<file path="src/rtl/tdw_pkg.sv">
package tdw_pkg;
  localparam int unsigned ALIGN_W = 2;

  typedef enum logic {
    WK_IDLE  = 1'b0,
    WK_FETCH = 1'b1
  } walk_state_e;
endpackage

</file>
<file path="src/rtl/tdw_link_chk.sv">
module tdw_link_chk
  import tdw_pkg::*;
#(
  parameter int unsigned ADDR_W = 32
) (
  input  logic [ADDR_W-1:0] link_i,
  output logic              null_o,
  output logic [ADDR_W-1:0] next_o
);
  assign null_o = (link_i == '0);
  assign next_o = {link_i[ADDR_W-1:ALIGN_W], {ALIGN_W{1'b0}}};
endmodule

</file>
<file path="src/rtl/tdw_ptr_reg.sv">
module tdw_ptr_reg
  import tdw_pkg::*;
#(
  parameter int unsigned ADDR_W = 32
) (
  input  logic              clk_i,
  input  logic              rst_ni,
  input  logic              clr_i,
  input  logic              sw_we_i,
  input  logic [ADDR_W-1:0] sw_data_i,
  input  logic              hw_we_i,
  input  logic [ADDR_W-1:0] hw_data_i,
  output logic [ADDR_W-1:0] ptr_o
);
  logic [ADDR_W-1:0] ptr_q;

  // clear > walker advance > software load
  always_ff @(posedge clk_i or negedge rst_ni) begin
    if (!rst_ni)      ptr_q <= '0;
    else if (clr_i)   ptr_q <= '0;
    else if (hw_we_i) ptr_q <= hw_data_i;
    else if (sw_we_i) ptr_q <= {sw_data_i[ADDR_W-1:ALIGN_W], {ALIGN_W{1'b0}}};
  end

  assign ptr_o = ptr_q;

  assert_aligned_R2: assert property (@(posedge clk_i) disable iff (!rst_ni)
    ptr_q[ALIGN_W-1:0] == '0);
endmodule

</file>
<file path="src/rtl/tdw_fsm.sv">
module tdw_fsm
  import tdw_pkg::*;
(
  input  logic clk_i,
  input  logic rst_ni,
  input  logic clr_i,
  input  logic txe_i,
  input  logic ack_i,
  input  logic link_null_i,
  output logic busy_o,
  output logic req_o,
  output logic adv_o
);
  walk_state_e state_q, state_d;
  logic        rearm_q, rearm_d;
  logic        end_hit;

  assign end_hit = (state_q == WK_FETCH) && ack_i && link_null_i;

  always_comb begin
    state_d = state_q;
    rearm_d = rearm_q;
    unique case (state_q)
      WK_IDLE: if (txe_i) state_d = WK_FETCH;
      WK_FETCH: begin
        if (end_hit) begin
          rearm_d = 1'b0;
          if (!(rearm_q || txe_i)) state_d = WK_IDLE;
        end else if (txe_i) begin
          rearm_d = 1'b1;
        end
      end
      default: state_d = WK_IDLE;
    endcase
  end

  always_ff @(posedge clk_i or negedge rst_ni) begin
    if (!rst_ni) begin
      state_q <= WK_IDLE;
      rearm_q <= 1'b0;
    end else if (clr_i) begin
      state_q <= WK_IDLE;
      rearm_q <= 1'b0;
    end else begin
      state_q <= state_d;
      rearm_q <= rearm_d;
    end
  end

  assign busy_o = (state_q == WK_FETCH);
  assign req_o  = busy_o;
  assign adv_o  = busy_o && ack_i && !link_null_i;

  assert_rearm_refetch_R8: assert property (@(posedge clk_i) disable iff (!rst_ni)
    (end_hit && rearm_q && !clr_i) |=> (busy_o && !rearm_q));
  assert_idle_rearm_clear_R8: assert property (@(posedge clk_i) disable iff (!rst_ni)
    !busy_o |-> !rearm_q);
endmodule

</file>
<file path="src/rtl/tx_desc_walker.sv">
module tx_desc_walker
  import tdw_pkg::*;
#(
  parameter int unsigned ADDR_W   = 32,
  parameter int unsigned LINK_OFS = 0
) (
  input  logic              clk_i,
  input  logic              rst_ni,
  input  logic              soft_rst_i,
  input  logic              ptr_we_i,
  input  logic [ADDR_W-1:0] ptr_wdata_i,
  input  logic              txe_i,
  output logic [ADDR_W-1:0] ptr_o,
  output logic              busy_o,
  output logic              mem_req_o,
  output logic [ADDR_W-1:0] mem_addr_o,
  input  logic              mem_ack_i,
  input  logic [ADDR_W-1:0] mem_rdata_i
);
  localparam logic [ADDR_W-1:0] LinkOfs = ADDR_W'(LINK_OFS);

  logic              link_null;
  logic [ADDR_W-1:0] link_next;
  logic              adv;
  logic              busy;

  tdw_link_chk #(.ADDR_W(ADDR_W)) u_link (
    .link_i (mem_rdata_i),
    .null_o (link_null),
    .next_o (link_next)
  );

  tdw_fsm u_fsm (
    .clk_i       (clk_i),
    .rst_ni      (rst_ni),
    .clr_i       (soft_rst_i),
    .txe_i       (txe_i),
    .ack_i       (mem_ack_i),
    .link_null_i (link_null),
    .busy_o      (busy),
    .req_o       (mem_req_o),
    .adv_o       (adv)
  );

  // software load accepted only while idle
  tdw_ptr_reg #(.ADDR_W(ADDR_W)) u_ptr (
    .clk_i     (clk_i),
    .rst_ni    (rst_ni),
    .clr_i     (soft_rst_i),
    .sw_we_i   (ptr_we_i && !busy),
    .sw_data_i (ptr_wdata_i),
    .hw_we_i   (adv),
    .hw_data_i (link_next),
    .ptr_o     (ptr_o)
  );

  assign busy_o     = busy;
  assign mem_addr_o = ptr_o + LinkOfs;

  assert_req_hold_R5: assert property (@(posedge clk_i) disable iff (!rst_ni)
    (mem_req_o && !mem_ack_i && !soft_rst_i) |=> (mem_req_o && $stable(mem_addr_o)));
  assert_busy_write_ignored_R3: assert property (@(posedge clk_i) disable iff (!rst_ni)
    (busy_o && ptr_we_i && !mem_ack_i && !soft_rst_i) |=> $stable(ptr_o));
  assert_advance_R6: assert property (@(posedge clk_i) disable iff (!rst_ni)
    (mem_req_o && mem_ack_i && (mem_rdata_i != '0) && !soft_rst_i)
      |=> (ptr_o == {$past(mem_rdata_i[ADDR_W-1:ALIGN_W]), {ALIGN_W{1'b0}}}) && busy_o);
  assert_null_park_R7: assert property (@(posedge clk_i) disable iff (!rst_ni)
    (mem_req_o && mem_ack_i && (mem_rdata_i == '0) && !soft_rst_i) |=> $stable(ptr_o));
  assert_start_R4: assert property (@(posedge clk_i) disable iff (!rst_ni)
    (!busy_o && txe_i && !soft_rst_i) |=> (busy_o && mem_req_o));
  assert_soft_clear_R10: assert property (@(posedge clk_i) disable iff (!rst_ni)
    soft_rst_i |=> (ptr_o == '0 && !busy_o && !mem_req_o));
endmodule

</file>
<file path="config.mk">
export PLATFORM = sky130hd
export DESIGN_NAME = tx_desc_walker
export DESIGN_NICKNAME = d
export VERILOG_FILES = /design/src/rtl/tdw_pkg.sv /design/src/rtl/tdw_link_chk.sv /design/src/rtl/tdw_ptr_reg.sv /design/src/rtl/tdw_fsm.sv /design/src/rtl/tx_desc_walker.sv
export SDC_FILE = /design/constraint.sdc
export NUM_CORES = 1
export LEC_CHECK = 0
export ABC_AREA = 1
export BUFFER_PORTS_ARGS = -buffer_cell sky130_fd_sc_hd__buf_4
export CORE_ASPECT_RATIO = 0.5
export CORE_MARGIN = 3
export CORE_UTILIZATION = 46
export DETAILED_ROUTE_END_ITERATION = 10
export GPL_ROUTABILITY_DRIVEN = 0
export HOLD_SLACK_MARGIN = 0.08
export PLACE_DENSITY = 0.86
export SYNTH_ARGS = -nofsm -noshare
export SYNTH_HDL_FRONTEND = slang
export SYNTH_SLANG_ARGS = --single-unit
</file>
<file path="constraint.sdc">
create_clock -name clk_i -period 2.3 [get_ports clk_i]
set_input_delay 0.69 -clock clk_i [delete_from_list [all_inputs] [get_ports clk_i]]
set_output_delay 0.69 -clock clk_i [all_outputs]
set_load 0.01 [all_outputs]
</file>
==> impl_metrics.json, run 1 <==
{
  "clk_path_buf_depth": 2,
  "drt_iter0_drc": 77,
  "rsz0062_at_grt": "false",
  "num_vias": 2294,
  "hpwlAfterDp_um": 4710,
  "ff2ff_setup_slack_ps": 680,
  "max_freq_mhz": 536,
  "final_util_pct": 72.2,
  "cts_tree": "yes",
  "finalHoldViolCount": 0,
  "grt_max_degree": 33,
  "hold_path.class": "in -> async",
  "pwr_density_cell_nw_per_um2": 534,
  "start_util_pct": 50.8,
  "core_um2": 4120,
  "cp.required_ps": 2470,
  "overflow": 0,
  "combPwrFrac_pct": 31.0,
  "clockRootBuffer": "clkbuf_8",
  "power_switching_uw": 474,
  "post_cts_resized": 0,
  "wl_met3_um": 465,
  "worstReg2RegStart": "u_fsm.busy_o",
  "ys_warn_count": 0,
  "cap_violations": 0,
  "r2r_cells": 7,
  "dr.pass1.iters": 5,
  "p_int_uw": 1120,
  "synthCells": 309,
  "drv_slew": 0,
  "fill_cells": 335,
  "clock_sinks": 32,
  "p_leak_uw": 0.00174,
  "clkLatencyLatePin_ps": 280,
  "startpoint_type": "input pin",
  "htreeDepth": 2,
  "synthDistinctLibCells": 14,
  "cp.arrival_ps": 2040,
  "top_layer_used": "met4",
  "timing.final.crit_share_pct": 81.2,
  "met2_length_um": 2900,
  "row_count": 16,
  "antenna_found_initial": 0,
  "die_w_um": 101,
  "cts_setup_buffers": 0,
  "syn_avg_cell_area_um2": 6.78,
  "min_period_ps": 1870,
  "tns_ps": 0,
  "fin_nets": 474,
  "syn-cell-area_um2": 2090,
  "swShare_pct": 29.8,
  "postRouteAntennaNets": 0,
  "ir_drop_v": 0.000262,
  "grt_pass1_vias": 2026,
  "antenna_cells": 0,
  "post-route-drc-count": 0,
  "synth_seq_area_share_pct": 38.2,
  "setup_viol": 0,
  "power.clock.fraction_pct": 27.5,
  "synth_seq_cells": 32,
  "p_total_uw": 1590,
  "grt_pass1_wl_um": 9080,
  "routed_via_density": 5.00,
  "crit_fanout": 20,
  "holdBufCountCts": 0,
  "end_kind": "flop",
  "wire_per_inst_um": 13.0,
  "reg2reg_to": "u_ptr.ptr_o[30]",
  "wl_met1_um": 2510,
  "clk_pin_slew_worst_paths_ps": 60,
  "drive_gt1_share_pct": 36.3,
  "ioPinCount": 136,
  "drt_wl_total_um": 5960,
  "grt_usage_pct": 21.3,
  "die_height_um": 53.7,
  "cts_made_buffers": 5,
  "die_area_um2": 5450,
  "outcome": "completed",
  "p_seq_share_pct": 41.5,
  "portBuffers": 129,
  "skew_ps": 2.38,
  "syn_to_final_growth_pct": 42.2,
  "path_class": "in -> reg"
}
## final cells by class
class	count	area, um2	share of cell area [%]
repair buffers	138	1060	35.6
inverters	3	11.3	0.378
clock buffers	8	90.1	3.02
flip-flops and latches	32	801	26.9
well taps	54	67.6	2.27
multi-input cells	224	948	31.8
## Yosys cell counts, drive strengths merged
master	n	area, um2
a211oi	1	7.51
a21oi	4	20.0
buf	47	330
clkbuf	6	22.5
clkinv	1	3.75
conb	1	3.75
dfrtp	32	801
inv	2	7.51
nand2	131	492
nand3	60	300
nand3b	1	7.51
nor2	22	82.6
o21ai	1	16.3
## critical path: stages
cell,delay (ps)
buf_4,110
nor2_1,90
nand2_1,60
nor2_1,140
nand2_1,140
nor2_1,240
inv_1,90
buf_4,220
nand3_1,90
nand2_1,60
nand2_1,60
nand2_1,40
## power by group through the flow
| stage | Clock [uW] | Sequential [uW] | Combinational (uW) |
|---|---|---|---|
| floorplan | 0 | 687 | 246 |
| global placement | 0 | 666 | 487 |
| detailed placement | 0 | 671 | 497 |
| CTS | 450 | 661 | 497 |
| global route | 475 | 667 | 542 |
| finish | 437 | 661 | 494 |
## placed cells by master, fill, tap and decap left out
| cell type | n |
|---|---|
| buf_4 | 136 |
| nand2_1 | 131 |
| nand3_1 | 60 |
| dfrtp_1 | 32 |
| nor2_1 | 22 |
| clkbuf_8 | 6 |
| conb_1 | 4 |
| a21oi_1 | 2 |
| inv_1 | 2 |
| a21oi_2 | 2 |
| clkbuf_1 | 2 |
| buf_12 | 2 |
| clkinv_1 | 1 |
| nand3b_1 | 1 |
| o21ai_4 | 1 |
| a211oi_1 | 1 |
## logic make-up after synthesis
logic type | Yosys count | synth area share [%]
flops | 32 | 38.2
other cells | 1 | 0.179
buf+inv | 56 | 17.4
simple gates | 214 | 42.1
compound gates | 6 | 2.09
## worst max-delay path by stage
stage | from | end | slack, ps | cells after the start
detailed placement | mem_rdata_i[3] | u_ptr.ptr_o[3] | 180 | 12
global route | mem_rdata_i[1] | u_ptr.ptr_o[2] | 220 | 12
CTS | mem_rdata_i[3] | u_ptr.ptr_o[3] | 470 | 12
global placement | mem_rdata_i[3] | u_ptr.ptr_o[2] | 250 | 12
finish | mem_rdata_i[3] | u_ptr.ptr_o[9] | 430 | 12
floorplan | mem_rdata_i[1] | u_ptr.ptr_o[12] | 580 | 11
## per-layer routing
metal,vias to the layer above,global-route usage (%)
li1,1128,-
met1,1065,27.2
met2,95,35.9
met3,6,4.53
met4,0,8.83
met5,-,0
## metrics by stage
step | hold slack, ps | instance area [um2] | instances | setup slack, ps
2_1_floorplan | 394 | 2110 | 312 | 577
3_3_place_gp | 517 | 2890 | 451 | 253
3_5_place_dp | 528 | 2890 | 451 | 181
4_1_cts | 343 | 2980 | 459 | 471
5_1_grt | 356 | 2980 | 459 | 218
6_report | 335 | 2980 | 459 | 433
## flip-flops by register name (all words and copies together) (netlist names)
signal         count
u_ptr.ptr_o       30
u_fsm.rearm_q      1
u_fsm.busy_o       1
(Power assumes the default switching activity.)
==> run 2, diff against run 1 <==
Settings changed: CORE_UTILIZATION 46 to 43, PLACE_DENSITY 0.86 to 0.81.
Clock period 2.3 ns to 2 ns, I/O delays scaled along.
==> run 2 against run 1 <==
Net effect: final cell count rose by 3.7%; combinational power up 15%; sequential power grew 15%; design area is 0.92% higher; die area grew 6.4%; non-clock buffer count up 5; worst hold slack worse by 85 ps; clock power up 19%; critical path depth shrank 1; register-to-register slack got worse by 60 ps; first-iteration DRC count rose by 60%; critical endpoint is now u_ptr.ptr_o[22]; power up 16%.
==> impl_metrics.json, run 2 (same netlist as run 1, synthesis figures left out) <==
{
  "outcome": "completed",
  "grt_pass1_wl_um": 9940,
  "post_cts_resized": 0,
  "portBuffers": 129,
  "htreeDepth": 2,
  "clock_sinks": 32,
  "die_height_um": 55.4,
  "antenna_found_initial": 0,
  "end_kind": "flop",
  "cts_tree": "yes",
  "dr.pass1.iters": 4,
  "ff2ff_setup_slack_ps": 620,
  "rsz0062_at_grt": "false",
  "syn_to_final_growth_pct": 43.5,
  "largest_reg_flops": 30,
  "drt_wl_total_um": 6110,
  "min_period_ps": 1690,
  "grt_max_degree": 33,
  "finalHoldViolCount": 0,
  "dp_cells": 468,
  "ir_drop_v": 0.000286,
  "fin_nets": 479,
  "p_leak_uw": 0.00175,
  "drive_gt1_share_pct": 37.1,
  "clk_pin_slew_worst_paths_ps": 70,
  "skew_ps": 4.72,
  "row_count": 17,
  "hpwlAfterDp_um": 4740,
  "crit_fanout": 20,
  "cp.arrival_ps": 1910,
  "startpoint_type": "input pin",
  "final_cells": 476,
  "placed_cell_area_um2": 2920,
  "final_common_cell": "buf_4",
  "pwr_density_cell_nw_per_um2": 614,
  "drv_slew": 0,
  "routed_via_density": 4.76,
  "cap_violations": 0,
  "cp.required_ps": 2220,
  "clockRootBuffer": "clkbuf_8",
  "post-route-drc-count": 0,
  "grt_pass1_vias": 2161,
  "cts_setup_buffers": 0,
  "core_um2": 4550,
  "antenna_cells": 0,
  "final_cell_mix": "143 x buf_4, 131 x nand2_1, 60 x nand3_1",
  "tns_ps": 0,
  "stdcell_area_um2": 3010,
  "setup_viol": 0,
  "holdBufCountCts": 0,
  "ioPinCount": 136,
  "cts_made_buffers": 5,
  "timing.final.crit_share_pct": 84.6,
  "path_class": "in -> reg",
  "hold_path.class": "in -> async",
  "clk_path_buf_depth": 2,
  "worstReg2RegStart": "u_fsm.busy_o",
  "num_vias": 2267,
  "die_area_um2": 5800,
  "drt_iter0_drc": 123,
  "start_util_pct": 46.0,
  "fin_ws_ps": 308,
  "overflow": 0,
  "max_freq_mhz": 591,
  "wire_per_inst_um": 12.8,
  "grt_usage_pct": 20.6,
  "r2r_cells": 8,
  "dp_slack_ps": 37.8,
  "die_w_um": 105,
  "reg2reg_to": "u_ptr.ptr_o[22]",
  "postRouteAntennaNets": 0,
  "clkLatencyLatePin_ps": 280
}
[run 2: cell count changes in the layout (fill, tap and decap cells not counted)]
cell | before | now
buf_4 | 136 | 143
buf_12 | 2 | 0
[run 2: metal layers]
metal | up-vias | track usage [%] | part of all wire [%]
met4 | 0 | 3.55 | 0.38
met2 | 64 | 39.4 | 53
met1 | 1061 | 24.3 | 41
met5 | - | 0 | 0
li1 | 1140 | - | -
met3 | 2 | 3.97 | 5.3
[run 2: through the flow]
stage               power (uW)  hold slack, ps  util, %
finish                    1850             250     66.1
global route              1950             283     66.1
CTS                       1860             264     66.1
detailed placement        1340             526     64.1
global placement          1330             520     64.1
floorplan                 1070             304        -
[run 2: critical path, cell delays in order]
cell and delay (ps):
buf_4 110, nor2_1 120, nand2_1 60, nor2_1 90
nand2_1 140, o21ai_4 230, buf_4 270, nand2_1 90
nand2_1 70, nand2_1 50, nand2_1 70
[run 2: how the worst max path moves through the flow]
stage | start | to | cells after the start
6_report | mem_rdata_i[20] | u_ptr.ptr_o[22] | 11
5_1_grt | mem_rdata_i[31] | u_ptr.ptr_o[22] | 11
4_1_cts | mem_rdata_i[20] | u_ptr.ptr_o[22] | 11
3_5_place_dp | mem_rdata_i[20] | u_ptr.ptr_o[15] | 11
3_3_place_gp | mem_rdata_i[6] | u_ptr.ptr_o[19] | 11
2_1_floorplan | mem_rdata_i[1] | u_ptr.ptr_o[12] | 11
[run 2: area by class of cell]
class	count	area, um2
Sequential cell	32	801
Inverter	3	11.3
Timing Repair Buffer	143	1070
Clock buffer	8	90.1
Multi-Input combinational cell	224	948
Tap cell	66	82.6
Fill cell	402	1550
[run 2: where the power goes]
group	internal [uW]	total, uW	switching (uW)
Clock	281	519	239
Sequential	707	759	52.0
Combinational	297	567	270
Total	1280	1850	561
==> run 3, diff against run 2 <==
Settings changed: CORE_UTILIZATION 43 to 38, PLACE_DENSITY 0.81 to 0.76.
Clock period 2 ns to 1.52 ns, I/O delays scaled along.
==> run 3 against run 2 <==
Net effect: the run now ends with negative setup slack left; worst hold slack got worse by 160 ps; first-iteration DRC count decreased by 23%; combinational power increased by 54%; largest cell class unchanged.
==> impl_metrics.json, run 3 (same netlist as run 1, synthesis figures left out) <==
{
  "outcome": "finished, violations left",
  "violations": "negative setup slack",
  "die_w_um": 111,
  "max_freq_mhz": 641,
  "start_util_pct": 41.0,
  "skew_ps": 2.87,
  "postRouteAntennaNets": 0,
  "die_height_um": 58.5,
  "antenna_found_initial": 0,
  "cts_made_buffers": 5,
  "drv_slew": 0,
  "post-route-drc-count": 0,
  "clkLatencyLatePin_ps": 280,
  "ioPinCount": 136,
  "num_vias": 2407,
  "dp_slack_ps": -276,
  "core_um2": 5110,
  "fin_nets": 487,
  "placed_cell_area_um2": 2970,
  "min_period_ps": 1560,
  "rsz0062_at_grt": "true",
  "grt_pass1_wl_um": 9920,
  "wire_per_inst_um": 14.4,
  "hold_path.class": "in -> async",
  "cp.arrival_ps": 1780,
  "grt_max_degree": 33,
  "ir_drop_v": 0.000352,
  "startpoint_type": "input pin",
  "clockRootBuffer": "clkbuf_8",
  "clk_pin_slew_worst_paths_ps": 60,
  "stdcell_area_um2": 3420,
  "multi_input_area_um2": 1130,
  "timing.final.crit_share_pct": 103,
  "cap_violations": 0,
  "crit_fanout": 7,
  "drive_gt1_share_pct": 50.5,
  "holdBufCountCts": 0,
  "end_kind": "flop",
  "antenna_cells": 0,
  "layout.area.seq_um2": 801,
  "fin_ws_ps": -40.5,
  "drt_wl_total_um": 7030,
  "clk_path_buf_depth": 2,
  "drt_iter0_drc": 95,
  "worstPathCellList": "buf_4 > nor2_4 > nand2_1 > nor2_2 > nand2_2 > o21ai_4 > buf_6 > clkbuf_16 > nand2_1 > nand2_1 > nand2_1 > nand2_1",
  "dr.pass1.iters": 4,
  "hpwlAfterDp_um": 4750,
  "cts_tree": "yes",
  "cp.required_ps": 1740,
  "portBuffers": 129,
  "ff2ff_setup_slack_ps": 140,
  "overflow": 0,
  "path_class": "in -> reg",
  "largest_reg_flops": 30,
  "p_leak_uw": 0.00188,
  "fill_cells": 406,
  "crit_top_cell": "nand2_1",
  "finalHoldViolCount": 0,
  "setup_viol": 25,
  "critPathSlowestCell": "o21ai_4",
  "routed_via_density": 4.93,
  "die_area_um2": 6490,
  "row_count": 18,
  "syn_to_final_growth_pct": 63.4,
  "grt_usage_pct": 18.7,
  "grt_pass1_vias": 2157,
  "final_cell_mix": "130 x buf_4, 97 x nand2_1, 60 x nand3_1",
  "htreeDepth": 2,
  "pwr_density_cell_nw_per_um2": 743,
  "max_stage_delay_ps": 230,
  "clock_sinks": 32,
  "final_common_cell": "buf_4"
}
-- run 3: changes by cell type in the layout (fill, tap and decap cells not counted), sizes merged --
cell    change
buf         +4
clkbuf      +4
-- run 3: what timing repair did --
action                     4_1_cts  5_1_grt
buffers inserted                 0        4
resized for setup                0       75
setup endpoints to repair        0       30
-- run 3: area by class of cell --
cell class	instances	area share (%)
tap	70	2.56
multi-input combinational	224	32.9
clock buffer	8	2.63
sequential	32	23.4
inverter	3	0.329
timing repair buffer	151	38.2
-- run 3: final timing paths --
check,endpoint,depth (start not counted),start
setup / recovery,u_ptr.ptr_o[14],12,mem_rdata_i[14]
hold / removal,u_ptr.ptr_o[26],1,rst_ni
setup reg to reg,u_ptr.ptr_o[14],9,u_fsm.busy_o
hold reg to reg,u_ptr.ptr_o[23],2,u_ptr.ptr_o[23]
max in group asynchronous,u_ptr.ptr_o[27],1,rst_ni
min in group clk_i,u_fsm.busy_o,2,soft_rst_i
-- run 3: per-layer routing --
metal | vias up | global-route usage [%] | part of all wire, %
li1 | 1161 | - | -
met4 | 0 | 4.74 | 2.3
met5 | - | 0 | 0
met1 | 1117 | 22.1 | 39
met3 | 19 | 4.31 | 6.5
met2 | 110 | 35.1 | 52
-- run 3: stage by stage --
step / power, uW / std cells / TNS, ps / hold slack, ps / utilization (%)
floorplan: 1410 / 312 / 0 / 160 / -
global placement: 1770 / 472 / -6780 / 413 / 58.1
detailed placement: 1780 / 472 / -7840 / 417 / 58.1
CTS: 2450 / 480 / 0 / 115 / 59.9
global route: 2690 / 488 / -3180 / 127 / 66.9
finish: 2540 / 488 / -377 / 94.4 / 66.9
-- run 3: power breakdown --
group,internal (uW),leakage (uW),switching (uW)
registers,931,0.000417,72.3
clock network,369,0.0000455,295
logic,466,0.00142,408
total,1770,0.00188,776
-- run 3: critical path: cells and delay by family --
family	cells	cell delay, ps
AND/OR/NAND/NOR	8	660
buffers and inverters	3	420
AO/OA/AOI/OAI	1	230
